<file path="config.mk">
export PLATFORM = sky130hd
export DESIGN_NAME = i2cRegTarget
export DESIGN_NICKNAME = d
export VERILOG_FILES = /design/src/rtl/i2cRegPkg.sv /design/src/rtl/i2cRegCtrl.sv /design/src/rtl/i2cRegData.sv /design/src/rtl/i2cRegTarget.sv
export SDC_FILE = /design/constraint.sdc
export NUM_CORES = 1
export LEC_CHECK = 0
export ABC_AREA = 1
export ABC_CLOCK_PERIOD_IN_PS = 5400
export BUFFER_PORTS_ARGS = -buffer_cell sky130_fd_sc_hd__buf_2
export CORE_MARGIN = 4
export CORE_UTILIZATION = 30
export DETAILED_ROUTE_END_ITERATION = 10
export GPL_TIMING_DRIVEN = 0
export HOLD_SLACK_MARGIN = 0.03
export PLACE_DENSITY = 0.53
export SKIP_CTS_REPAIR_TIMING = 1
export SLEW_MARGIN = 10
export SYNTH_ARGS = -nofsm -noshare
export SYNTH_HDL_FRONTEND = slang
export SYNTH_SLANG_ARGS = --single-unit
</file>
<file path="constraint.sdc">
create_clock -name clk -period 5.4 [get_ports clk]
set_clock_uncertainty 0.2 [all_clocks]
set_input_delay 0.81 -clock clk [delete_from_list [all_inputs] [get_ports clk]]
set_output_delay 0.81 -clock clk [all_outputs]
set_load 0.05 [all_outputs]
</file>
<file path="src/rtl/i2cRegPkg.sv">
package i2cRegPkg;

  localparam int PTR_W     = 7;
  localparam int NUM_SLOTS = 9;
  localparam logic [PTR_W-1:0] ID_ADDR = 7'h01;

  typedef enum logic [3:0] {
    ST_IDLE,
    ST_ADDR,
    ST_MAP,
    ST_WDATA,
    ST_ACK_SETUP,
    ST_ACK_HOLD,
    ST_RDATA,
    ST_RACK_SETUP,
    ST_RACK,
    ST_RNEXT,
    ST_WAIT
  } busState_t;

  // Pulses from control to datapath, one cycle each
  typedef struct packed {
    logic       loadMap;
    logic       writeReg;
    logic       advance;
    logic [7:0] data;
  } ctrlStrobe_t;

  function automatic logic [PTR_W-1:0] slotAddr(input int s);
    case (s)
      0:       return 7'h02;
      1:       return 7'h03;
      2:       return 7'h05;
      3:       return 7'h06;
      4:       return 7'h07;
      5:       return 7'h08;
      6:       return 7'h09;
      7:       return 7'h16;
      default: return 7'h17;
    endcase
  endfunction

  function automatic logic [7:0] slotMask(input int s);
    return (s == 0) ? 8'h1F : 8'hFF;
  endfunction

endpackage

</file>
<file path="src/rtl/i2cRegCtrl.sv">
module i2cRegCtrl
  import i2cRegPkg::*;
#(
  parameter logic [5:0] DEV_ADDR_HI = 6'b100111,
  parameter int         SYNC_STAGES = 2
) (
  input  logic        clk,
  input  logic        rstN,
  input  logic        addrStrap,
  input  logic        sclIn,
  input  logic        sdaIn,
  input  logic [7:0]  rdData,
  output ctrlStrobe_t strobe,
  output logic        sdaLowEn
);

  logic sclS, sdaS;

  generate
    if (SYNC_STAGES > 1) begin : gSync
      logic [SYNC_STAGES-1:0] sclPipe, sdaPipe;
      always_ff @(posedge clk or negedge rstN) begin
        if (!rstN) begin
          sclPipe <= '1;
          sdaPipe <= '1;
        end else begin
          sclPipe <= {sclPipe[SYNC_STAGES-2:0], sclIn};
          sdaPipe <= {sdaPipe[SYNC_STAGES-2:0], sdaIn};
        end
      end
      assign sclS = sclPipe[SYNC_STAGES-1];
      assign sdaS = sdaPipe[SYNC_STAGES-1];
    end else begin : gSingle
      logic sclQ, sdaQ;
      always_ff @(posedge clk or negedge rstN) begin
        if (!rstN) begin
          sclQ <= 1'b1;
          sdaQ <= 1'b1;
        end else begin
          sclQ <= sclIn;
          sdaQ <= sdaIn;
        end
      end
      assign sclS = sclQ;
      assign sdaS = sdaQ;
    end
  endgenerate

  logic prevScl, prevSda;
  always_ff @(posedge clk or negedge rstN) begin
    if (!rstN) begin
      prevScl <= 1'b1;
      prevSda <= 1'b1;
    end else begin
      prevScl <= sclS;
      prevSda <= sdaS;
    end
  end

  logic sclRise, sclFall, startSeen, stopSeen;
  assign sclRise   = sclS & ~prevScl;
  assign sclFall   = ~sclS & prevScl;
  assign startSeen = sclS & prevScl & prevSda & ~sdaS;
  assign stopSeen  = sclS & prevScl & ~prevSda & sdaS;

  busState_t  state, afterAck;
  logic [2:0] bitCnt;
  logic [7:0] rxShift, txShift;
  logic [7:0] rxByte;
  logic       addrHit;

  assign rxByte  = {rxShift[6:0], sdaS};
  assign addrHit = (rxByte[7:1] == {DEV_ADDR_HI, addrStrap});

  always_ff @(posedge clk or negedge rstN) begin
    if (!rstN) begin
      state    <= ST_IDLE;
      afterAck <= ST_IDLE;
      bitCnt   <= '0;
      rxShift  <= '0;
      txShift  <= '0;
      sdaLowEn <= 1'b0;
      strobe   <= '0;
    end else begin
      strobe <= '0;
      if (startSeen) begin
        state    <= ST_ADDR;
        bitCnt   <= '0;
        sdaLowEn <= 1'b0;
      end else if (stopSeen) begin
        state    <= ST_IDLE;
        sdaLowEn <= 1'b0;
      end else begin
        case (state)
          ST_ADDR, ST_MAP, ST_WDATA: begin
            if (sclRise) begin
              rxShift <= rxByte;
              if (bitCnt == 3'd7) begin
                bitCnt      <= '0;
                strobe.data <= rxByte;
                state       <= ST_ACK_SETUP;
                if (state == ST_ADDR) begin
                  if (addrHit) afterAck <= rxByte[0] ? ST_RDATA : ST_MAP;
                  else         state    <= ST_WAIT;
                end else if (state == ST_MAP) begin
                  strobe.loadMap <= 1'b1;
                  afterAck       <= ST_WDATA;
                end else begin
                  strobe.writeReg <= 1'b1;
                  strobe.advance  <= 1'b1;
                  afterAck        <= ST_WDATA;
                end
              end else begin
                bitCnt <= bitCnt + 3'd1;
              end
            end
          end
          ST_ACK_SETUP: if (sclFall) begin
            sdaLowEn <= 1'b1;
            state    <= ST_ACK_HOLD;
          end
          ST_ACK_HOLD: if (sclFall) begin
            bitCnt <= '0;
            if (afterAck == ST_RDATA) begin
              txShift  <= rdData;
              sdaLowEn <= ~rdData[7];
            end else begin
              sdaLowEn <= 1'b0;
            end
            state <= afterAck;
          end
          ST_RDATA: begin
            if (sclFall) begin
              txShift  <= {txShift[6:0], 1'b0};
              sdaLowEn <= ~txShift[6];
            end else if (sclRise) begin
              if (bitCnt == 3'd7) begin
                strobe.advance <= 1'b1;
                state          <= ST_RACK_SETUP;
              end else begin
                bitCnt <= bitCnt + 3'd1;
              end
            end
          end
          ST_RACK_SETUP: if (sclFall) begin
            sdaLowEn <= 1'b0;
            state    <= ST_RACK;
          end
          ST_RACK: if (sclRise) state <= sdaS ? ST_WAIT : ST_RNEXT;
          ST_RNEXT: if (sclFall) begin
            bitCnt   <= '0;
            txShift  <= rdData;
            sdaLowEn <= ~rdData[7];
            state    <= ST_RDATA;
          end
          default: sdaLowEn <= 1'b0;
        endcase
      end
    end
  end

endmodule

</file>
<file path="src/rtl/i2cRegData.sv">
module i2cRegData
  import i2cRegPkg::*;
#(
  parameter logic [2:0] REV_CODE = 3'd5
) (
  input  logic              clk,
  input  logic              rstN,
  input  ctrlStrobe_t       strobe,
  output logic [7:0]        rdData,
  output logic              mapIncr,
  output logic [PTR_W-1:0]  mapPtr,
  output logic [31:0]       ratioWord
);

  always_ff @(posedge clk or negedge rstN) begin
    if (!rstN) begin
      mapIncr <= 1'b0;
      mapPtr  <= '0;
    end else if (strobe.loadMap) begin
      mapIncr <= strobe.data[7];
      mapPtr  <= strobe.data[PTR_W-1:0];
    end else if (strobe.advance && mapIncr) begin
      mapPtr <= mapPtr + 1'b1;
    end
  end

  logic [7:0] slotQ [NUM_SLOTS];

  generate
    for (genvar s = 0; s < NUM_SLOTS; s++) begin : gSlot
      localparam logic [PTR_W-1:0] SLOT_ADDR = slotAddr(s);
      localparam logic [7:0]       SLOT_MASK = slotMask(s);
      always_ff @(posedge clk or negedge rstN) begin
        if (!rstN)                                    slotQ[s] <= '0;
        else if (strobe.writeReg && mapPtr == SLOT_ADDR) slotQ[s] <= strobe.data & SLOT_MASK;
      end
    end
  endgenerate

  always_comb begin
    rdData = '0;
    if (mapPtr == ID_ADDR) rdData = {5'b00000, REV_CODE};
    for (int s = 0; s < NUM_SLOTS; s++)
      if (mapPtr == slotAddr(s)) rdData = slotQ[s];
  end

  assign ratioWord = {slotQ[3], slotQ[4], slotQ[5], slotQ[6]};

endmodule

</file>
<file path="src/rtl/i2cRegTarget.sv">
module i2cRegTarget
  import i2cRegPkg::*;
#(
  parameter logic [5:0] DEV_ADDR_HI = 6'b100111,
  parameter logic [2:0] REV_CODE    = 3'd5,
  parameter int         SYNC_STAGES = 2
) (
  input  logic        clk,
  input  logic        rstN,
  input  logic        addrStrap,
  input  logic        sclIn,
  input  logic        sdaIn,
  output logic        sdaLowEn,
  output logic [31:0] ratioWord
);

  ctrlStrobe_t      strobe;
  logic [7:0]       rdData;
  logic             mapIncr;
  logic [PTR_W-1:0] mapPtr;

  i2cRegCtrl #(
    .DEV_ADDR_HI (DEV_ADDR_HI),
    .SYNC_STAGES (SYNC_STAGES)
  ) u_ctrl (
    .clk       (clk),
    .rstN      (rstN),
    .addrStrap (addrStrap),
    .sclIn     (sclIn),
    .sdaIn     (sdaIn),
    .rdData    (rdData),
    .strobe    (strobe),
    .sdaLowEn  (sdaLowEn)
  );

  i2cRegData #(
    .REV_CODE (REV_CODE)
  ) u_data (
    .clk       (clk),
    .rstN      (rstN),
    .strobe    (strobe),
    .rdData    (rdData),
    .mapIncr   (mapIncr),
    .mapPtr    (mapPtr),
    .ratioWord (ratioWord)
  );

endmodule

</file>
==> impl_results.md <==
- Status: finished, final reports clean
- CP startpoint kind: flip-flop
- Cell variety after synth: 40
- Clk sinks: ~120
- Final wirelength: between 10000 and 15000 um
- First-pass GRT wire length: ~24000 um
- Crit-path max cell delay: roughly 440 ps
- Root buf cell: clkbuf_16
- Finish-stage setup viols: 0
- Combinational share of power: 0.181
- # IOs: 38
- Clock power frac: 0.440
- CP arrival: 2510 ps
- Tmin final: ~2400 ps
- Net Count, Synth: ~730
- DR vias/cell: ~4.6
- Crit-path max FO: 10
- CTS max path bufs: 2
- Initial antenna violation count: 0
- Yosys reg bits: around 120
- Critical Path RT: around 5500 ps
- Final max-slew violation count: 0
- Chip width: 148 um
- Vias in the first global route: between 4000 and 5000
- Ys async rst share: 1.00
- Vias: between 4000 and 5000
- Syn-to-layout area delta: 19.9%
- Crit path cell chain: inv_1, ha_1, nand3_2, nor2_4, inv_2, buf_6, or2_0, nand3_1, nand3_1, nand2_1, nand2_1, nand2_1, nand2_1, nand2_1, nand2_1
- Share of cells above drive strength 1: 0.171
- CP dominant cell by count: nand2_1
- H-tree depth: 4
- Dpl cells: around 1000
- Core ar.: 19000 sq um
- Hold crit path type: input port to async pin
- Avg Cell Area, Syn: around 8.1 sq um
- Antenna-violating nets left: 0
- Final period util: 0.445
- Crit-path slowest cell: dfrtp_1
- Net switching power: between 0.7 and 0.8 mW
- Overall power: 2.69 mW
- Fill count: roughly 2000
- FMAX: 417 MHz
- Setup TNS after final layout: 0 ps
- Routed len/inst: about 14 um
- Post-route setup slack: 3000 ps
- Initial drt markers: 232
- Total CTS buffers: 17
- Worst slew pin tran: 528 ps
- Flop pwr share: 0.380
- Unrepaired setup endpoints after global routing: no
- Post-Syn Area: a little under 6000 sq um
- Slew HR: 0.648
- Drt pass-1 iters: 4
- Synth warn: 0
- Max Cap Violations: 0
- Largest net degree at the start of global routing: 87
- DRC violations left: 0
- Die Y: between 100 and 150 um
- EDFF count, synth: 0
- # port buffers: 37
- Place WS: 2980 ps
- CTS tree: done
- Dpl hpwl: 10000 um
- Antenna cells: 0
- Final Hold Viols: 0
- Total GRT Usage: 0.138
- Final Non-Filler Cells: around 1100
- Starting Density: 0.309
- Overflow after GRT: 0
- Die area: ~22000 sq um
- Sequential cell area fraction in the yosys report: 0.509
- Num rows: 50
- Largest delay share family, worst path: simple AND/OR/NAND/NOR gates
- Placer Congestion: about 0.85
- NumNets Final: between 700 and 800
- Post-synth top flop: dfrtp_1
- Power Density: roughly 380 nW/um^2
- CP Class: flip-flop to flip-flop
- Clock transition at path regs: roughly 50 ps
- CP bufs+invs: 3
- Syn Inst Count: around 700
- Peak supply drop: 0.000291 V
- Worst-Skew Late Latency: roughly 400 ps
- Power Internal: around 1.9 mW
- Leak: ~3.4 nW
- Switching Fraction: 0.287
- Crit end category: flip-flop
area by class of cell:
cell class / count / area (sq um) / area share
plain buffers: 49 / 327 / 0.0465
clock buffers: 25 / 505 / 0.0719
clock inverters: 7 / 115 / 0.0164
inverters: 60 / 225 / 0.0320
multi-input cells: 493 / 2330 / 0.331
flip-flops and latches: 119 / 2990 / 0.425
well taps: 260 / 325 / 0.0463
repair buffers: 38 / 219 / 0.0312
power by group through the flow:
| stage | Clock, mW | Sequential (mW) | Combinational (mW) |
|---|---|---|---|
| after global routing | 1.25 | 1.03 | 0.562 |
| after global placement | 0 | 1.03 | 0.482 |
| final | 1.18 | 1.02 | 0.486 |
| after floorplan | 0 | 1.03 | 0.359 |
| after detailed placement | 0 | 1.03 | 0.487 |
| after CTS | 1.20 | 1.02 | 0.491 |
synth_stat cells (2+ instances only):
cell type  count  area (sq um)
xor2_1         2          17.5
nand2_2        2          12.5
nand3_1       41           205
o211ai_1       4          30.0
nor3_1         7          35.0
nor2_4         3          33.8
a31oi_1        2          12.5
buf_4         33           248
nor2_2         6          37.5
a21oi_1       27           135
buf_6          2          22.5
o21ai_0       91           455
xnor2_1        2          17.5
or2_0          7          43.8
dfrtp_1      113          2830
ha_1           6          75.1
clkbuf_1      11          41.3
nor2_1        55           206
nand4_1        5          31.3
buf_2          3          15.0
o22ai_1        2          12.5
inv_1         53           199
o221ai_1       2          17.5
or2_2          3          18.8
a22oi_1        2          15.0
or2_1          3          18.8
inv_2          6          22.5
a221oi_1       2          17.5
dfstp_2        6           158
o21ai_1        2          10.0
nand2_1      209           785
cell usage in the layout (no fill, tap or decap), types with 3 or more instances in the layout:
cell / count
or2_1: 3
buf_2: 39
o211ai_1: 4
a21oi_1: 27
dfrtp_1: 113
nor2_4: 3
bufinv_16: 3
clkbuf_1: 14
nor3_1: 7
inv_2: 6
or2_0: 7
clkbuf_8: 5
nor2_1: 55
nand2_1: 209
dfstp_2: 6
buf_4: 33
o21ai_0: 91
nand3_1: 41
or2_2: 3
buf_6: 3
nand4_1: 5
nor2_2: 6
inv_1: 53
ha_1: 6
clkbuf_16: 17
worst paths after layout:
path / startpoint / to / slack, ps / cells past startpoint
hold / removal: rstN / u_data.slotQ[48] / 80 / 1
min in group clk: u_ctrl.gSync.sclPipe[0] / u_ctrl.gSync.sclPipe[1] / 150 / 0
setup / recovery: u_data.mapPtr[0] / u_ctrl.txShift[3] / 3000 / 15
max in group asynchronous: rstN / u_ctrl.prevSda / 4190 / 2
setup reg to reg: u_data.mapPtr[0] / u_ctrl.txShift[3] / 3000 / 15
hold reg to reg: u_ctrl.gSync.sclPipe[0] / u_ctrl.gSync.sclPipe[1] / 150 / 0
kinds of logic (layout without fill, tap and decap cells):
group | Yosys count | in the layout | share of synthesized area
xor+xnor | 4 | 4 | 0.00598
compound gates | 137 | 137 | 0.126
fa+ha+maj | 6 | 6 | 0.0128
buf+inv | 109 | 179 | 0.0941
simple gates | 346 | 346 | 0.252
flops | 119 | 119 | 0.509
per-layer routing:
| metal | vias to the layer above | share of wire | wire [um] | track usage |
|---|---|---|---|---|
| li1 | 2431 | - | - | - |
| met1 | 2208 | 0.50 | 7110 | 0.197 |
| met2 | 126 | 0.43 | 6150 | 0.207 |
| met3 | 18 | 0.054 | 775 | 0.0359 |
| met4 | 0 | 0.017 | 236 | 0.0410 |
| met5 | - | 0 | 0 | 0 |
worst reg2reg max path, stage by stage (launching register included):
cell     delay (ps)
dfrtp_1         440
inv_1           110
ha_1            210
nand3_2         130
nor2_4          230
inv_2            70
buf_6           130
or2_0           200
nand3_1         140
nand3_1          90
nand2_1          70
nand2_1          60
nand2_1          60
nand2_1          60
nand2_1          60
nand2_1          50
per-stage QoR:
stage,util,area [sq um],hold WS (ps)
CTS,0.371,7030,76.5
floorplan,-,5860,145
finish,0.371,7030,78.8
global route,0.371,7030,103
detailed placement,0.338,6410,147
global placement,0.336,6370,145
flip-flops by register name (all words and copies together) (netlist names):
name	flops
u_ctrl.afterAck	3
u_ctrl.bitCnt	3
u_ctrl.gSync.sclPipe	2
u_ctrl.gSync.sdaPipe	2
u_ctrl.prevScl	1
u_ctrl.prevSda	1
u_ctrl.rxShift	7
u_ctrl.sdaLowEn	1
u_ctrl.state	4
u_ctrl.strobe	11
u_ctrl.txShift	7
u_data.mapIncr	1
u_data.mapPtr	7
u_data.ratioWord	32
u_data.slotQ	37
No activity file was read; power rests on OpenSTA's default activity.
